===== config.mk =====
export PLATFORM = sky130hd
export DESIGN_NAME = mcd_top
export DESIGN_NICKNAME = d
export VERILOG_FILES = /design/src/rtl/mcd_pkg.sv /design/src/rtl/mcd_sync_ctrl.sv /design/src/rtl/mcd_chan.sv /design/src/rtl/mcd_top.sv
export SDC_FILE = /design/constraint.sdc
export NUM_CORES = 1
export LEC_CHECK = 0
export BUFFER_PORTS_ARGS = -buffer_cell sky130_fd_sc_hd__buf_2
export CAP_MARGIN = 5
export CORE_MARGIN = 10
export CORE_UTILIZATION = 49
export CTS_BUF_LIST = sky130_fd_sc_hd__clkbuf_8
export DETAILED_ROUTE_END_ITERATION = 6
export PLACE_DENSITY = 0.73
export SYNTH_ARGS = -nofsm -noshare
export SYNTH_HDL_FRONTEND = slang
export SYNTH_HIERARCHICAL = 1
export SYNTH_SLANG_ARGS = --single-unit

===== constraint.sdc =====
create_clock -name clk_in -period 2 [get_ports clk_in]
set_input_delay 0.3 -clock clk_in [delete_from_list [all_inputs] [get_ports clk_in]]
set_output_delay 0.3 -clock clk_in [all_outputs]
set_load 0.005 [all_outputs]

===== src/rtl/mcd_pkg.sv =====
`timescale 1ns/1ps
package mcd_pkg;

    parameter int RATIO_W = 5;
    parameter int PHASE_W = 5;
    localparam int DIV_W  = RATIO_W + 1;

    typedef logic [RATIO_W-1:0] ratio_t;
    typedef logic [PHASE_W-1:0] phase_t;
    typedef logic [RATIO_W-1:0] pos_t;
    typedef logic [DIV_W-1:0]   div_t;

    // live per-channel configuration
    typedef struct packed {
        logic   en;
        ratio_t code;
        phase_t phase;
    } chan_cfg_t;

    // latched divider setting
    typedef struct packed {
        div_t n;
        div_t half;
        logic byp;
    } div_set_t;

    function automatic div_set_t decode_ratio(ratio_t code);
        div_set_t d;
        d.n    = DIV_W'(code) + DIV_W'(1);
        d.half = d.n >> 1;
        d.byp  = (code == '0);
        return d;
    endfunction

    // counter preload so that the period start lands phase mod N cycles later
    function automatic pos_t start_pos(ratio_t code, phase_t ph);
        div_t n;
        div_t pm;
        n  = DIV_W'(code) + DIV_W'(1);
        pm = DIV_W'(ph) % n;
        if (pm == '0) return '0;
        return pos_t'(n - pm);
    endfunction

endpackage


===== src/rtl/mcd_sync_ctrl.sv =====
`timescale 1ns/1ps
module mcd_sync_ctrl #(
    parameter int SYNC_DLY = 4,
    parameter int WIN_W    = $clog2(SYNC_DLY + 1)
) (
    input  logic             clk_in,
    input  logic             rst,
    input  logic             sync_n,
    output logic             req_q,
    output logic [WIN_W-1:0] win_cnt,
    output logic             realign,
    output logic             hold
);

    // request flag: set without a clock, consumed by the next clock edge
    always_ff @(posedge clk_in or negedge sync_n) begin
        if (!sync_n) req_q <= 1'b1;
        else         req_q <= 1'b0;
    end

    always_ff @(posedge clk_in) begin
        if (rst)                 win_cnt <= '0;
        else if (req_q)          win_cnt <= WIN_W'(SYNC_DLY);
        else if (win_cnt != '0)  win_cnt <= win_cnt - 1'b1;
    end

    assign hold    = (win_cnt != '0);
    assign realign = (win_cnt == WIN_W'(1)) && !req_q;

endmodule


===== src/rtl/mcd_chan.sv =====
`timescale 1ns/1ps
module mcd_chan
    import mcd_pkg::*;
(
    input  logic      clk_in,
    input  logic      rst,
    input  logic      realign,
    input  logic      hold,
    input  chan_cfg_t cfg,
    output logic      clk_out,
    output logic      div_active
);

    div_set_t sh;
    pos_t     pos;

    always_ff @(posedge clk_in) begin
        if (rst) begin
            sh  <= decode_ratio(cfg.code);
            pos <= '0;
        end else if (!cfg.en) begin
            pos <= '0;
        end else if (realign) begin
            sh  <= decode_ratio(cfg.code);
            pos <= start_pos(cfg.code, cfg.phase);
        end else if (DIV_W'(pos) == sh.n - DIV_W'(1)) begin
            pos <= '0;
        end else begin
            pos <= pos + 1'b1;
        end
    end

    always_comb begin
        if (rst || !cfg.en) clk_out = 1'b0;
        else if (sh.byp)    clk_out = clk_in;
        else                clk_out = !hold && (DIV_W'(pos) < sh.half);
    end

    assign div_active = cfg.en && !sh.byp;

endmodule


===== src/rtl/mcd_top.sv =====
`timescale 1ns/1ps
module mcd_top
    import mcd_pkg::*;
#(
    parameter int NUM_OUT  = 3,
    parameter int SYNC_DLY = 4
) (
    input  logic                              clk_in,
    input  logic                              rst,
    input  logic                              sync_n,
    input  logic [NUM_OUT-1:0]                out_en,
    input  logic [NUM_OUT-1:0][RATIO_W-1:0]   ratio_code,
    input  logic [NUM_OUT-1:0][PHASE_W-1:0]   phase_word,
    output logic [NUM_OUT-1:0]                clk_out
);

    localparam int WIN_W = $clog2(SYNC_DLY + 1);

    logic             req_q;
    logic [WIN_W-1:0] win_cnt;
    logic             realign;
    logic             hold;
    logic [NUM_OUT-1:0] div_active;

    mcd_sync_ctrl #(.SYNC_DLY(SYNC_DLY), .WIN_W(WIN_W)) sync_i (
        .clk_in  (clk_in),
        .rst     (rst),
        .sync_n  (sync_n),
        .req_q   (req_q),
        .win_cnt (win_cnt),
        .realign (realign),
        .hold    (hold)
    );

    for (genvar g = 0; g < NUM_OUT; g++) begin : g_chan
        chan_cfg_t cfg;
        assign cfg.en    = out_en[g];
        assign cfg.code  = ratio_code[g];
        assign cfg.phase = phase_word[g];

        mcd_chan chan_i (
            .clk_in     (clk_in),
            .rst        (rst),
            .realign    (realign),
            .hold       (hold),
            .cfg        (cfg),
            .clk_out    (clk_out[g]),
            .div_active (div_active[g])
        );
    end

endmodule


==> results.sh <==
export IMPL_clkTransAtPathRegs_ps=90
export IMPL_place_area_sq_um=9800
export IMPL_min_delay_start="rst"
export IMPL_slew_headroom_pct=61.8
export IMPL_io_pins=39
export IMPL_grt_pass1_wl_um=39300
export IMPL_grt_max_degree=13
export IMPL_violations="negative setup slack"
export IMPL_syn2layout_area_growth_pct=73.0
export IMPL_core_area_sq_um=13300
export IMPL_tritoncts="yes"
export IMPL_crit_start="ratio_code[10]"
export IMPL_cp_end_kind="flip-flop"
export IMPL_start_util_pct=50.6
export IMPL_startpoint_type="input port"
export IMPL_vdd_drop_max_v=0.000466
export IMPL_grt_pass1_vias=8527
export IMPL_synth_area_sq_um=6750
export IMPL_r2r_setup_slack_ps=-240
export IMPL_status="finished with violations"
export IMPL_maxCapViolCount=0
export IMPL_detail_route_wl_per_cell_um=22.1
export IMPL_die_h_um=137
export IMPL_rows=42
export IMPL_ant_nets=0
export IMPL_min_path_cells=2
export IMPL_worstRegToRegCells=8
export IMPL_grt_antenna_before_repair=0
export IMPL_r2r_start="g_chan[2].chan_i/sh[7]"
export IMPL_dp_hpwl_um=17200
export IMPL_gp_congestion=0.970
export IMPL_setup_tns_ps=-84550
export IMPL_required_ps=2300
export IMPL_drive_gt1_share_pct=53.7
export IMPL_fin_ws_ps=-5820
export IMPL_cp_max_fo=4
export IMPL_nets=1361
export IMPL_ys_warn_count=6
export IMPL_final_hold_viol_count=0
export IMPL_finish_instance_area_sq_um=11700
export IMPL_die_area_sq_um=18900
export IMPL_drt_pass1_iterations=6
export IMPL_rsz0062_at_grt="true"
export IMPL_first_iter_violations=773
export IMPL_syn_num_nets=957
export IMPL_cpMaxStageDelayCell="or3_4"
export IMPL_min_to="sync_i/win_cnt[1]"
export IMPL_drc=0
export IMPL_hp_class="input port to flip-flop"
export IMPL_nFillCells=574
export IMPL_finalSetupViolCount=18
export IMPL_crit_arrival_ps=8120
export IMPL_clock_latency_ps=400
export IMPL_finalClockSkew_ps=16.1
export IMPL_finalCriticalPeriod_ps=7820
export IMPL_slowest_delay_ps=400
export IMPL_power_density_nw_per_um2=892
export IMPL_wirelength_um=30700
export IMPL_synthCells=810
export IMPL_fmax_ghz=0.128
export IMPL_reg2reg_to="g_chan[2].chan_i/pos[3]"
export IMPL_p_total_uw=10400
export IMPL_leakage_uw=0.00514
export IMPL_avgSynthCellArea_sq_um=8.34
export IMPL_overflow=0
export IMPL_antenna_cells=0
export IMPL_via_count=8806
export IMPL_final_max_slew_viol_count=0
export IMPL_grt_total_usage_pct=24.8
export IMPL_finalCritPeriodShare_pct=391
export IMPL_path_class="input port to flip-flop"
export IMPL_die_w_um=137
export IMPL_portBuffers=38
export IMPL_vias_per_cell=6.33
export IMPL_worstMarginPinSlew_ps=557
## metal layers
metal / global-route usage, % / part of all wire, %
met2: 46.5 / 50
met4: 8.49 / 7.0
met5: 0 / 0
met1: 27.7 / 36
met3: 3.64 / 7.1
## final cells by class
| class | count | area, sq um | area share (%) |
|---|---|---|---|
| repair buffers | 400 | 3060 | 26.1 |
| multi-input cells | 680 | 6910 | 59.1 |
| clock inverters | 4 | 32.5 | 0.278 |
| well taps | 176 | 220 | 1.88 |
| clock buffers | 12 | 139 | 1.19 |
| flip-flops and latches | 40 | 1020 | 8.70 |
| inverters | 80 | 315 | 2.70 |
## worst max path at each step
stage,end,depth (start not counted)
floorplan,g_chan[2].chan_i/pos[3],36
global placement,g_chan[0].chan_i/pos[3],35
detailed placement,g_chan[1].chan_i/pos[4],36
CTS,g_chan[2].chan_i/pos[4],39
global route,g_chan[2].chan_i/pos[4],40
finish,g_chan[2].chan_i/pos[4],42
## cells in the final DEF (no fill, tap or decap), types with 7 or more instances in the layout
cell type	instances
o21a_1	29
ha_1	61
nor2_1	31
buf_2	32
ha_4	40
nand3_1	23
dfxtp_1	18
a21oi_1	16
o21ai_4	9
xor2_1	17
o31a_1	7
o21ai_2	11
a21oi_2	14
edfxtp_1	21
nand2_1	28
buf_4	345
inv_2	8
mux2i_1	8
buf_6	20
o22ai_1	14
xnor2_1	45
clkbuf_8	9
nor2b_1	13
o211ai_1	10
a21o_1	10
inv_1	67
nand2b_1	7
o21ai_0	17
o21ai_1	16
nor3_1	20
## report_power, final
part / internal [uW] / switching, uW / total (uW)
Sequential: 925 / 61.2 / 987
Clock: 496 / 391 / 887
Combinational: 4340 / 4210 / 8560
Total: 5760 / 4660 / 10400
## repair_timing
item	CTS	global route
setup buffers	52	30
resized for setup	109	105
hold buffers	1	0
cloned	0	0
hold endpoints to repair	1	0
endpoints found under the setup margin	18	18
pin swaps	109	64
## critical path: cells and delay by family
family	cells	cell delay (ps)
simple gates	10	2190
mux	1	180
compound gates	18	2700
fa+ha+maj	7	1840
buf+inv	6	890
## stage by stage
| stage | hold WS, ps | utilization (%) | setup WS (ps) | cells |
|---|---|---|---|---|
| finish | 263 | 87.6 | -5820 | 1392 |
| detailed placement | 243 | 73.4 | -6060 | 1297 |
| CTS | 240 | 81.7 | -5440 | 1363 |
| floorplan | 152 | - | -5660 | 810 |
| global placement | 233 | 73.4 | -5770 | 1297 |
| global route | 240 | 87.6 | -5950 | 1392 |
## state kept, by name, summed over array words and instances, names as in the netlist
signal and cells:
sync_i/win_cnt 3, g_chan.chan_i/sh 21, sync_i/req_q 1, g_chan.chan_i/pos 15
Note: power is estimated with default switching activity, not from simulation.
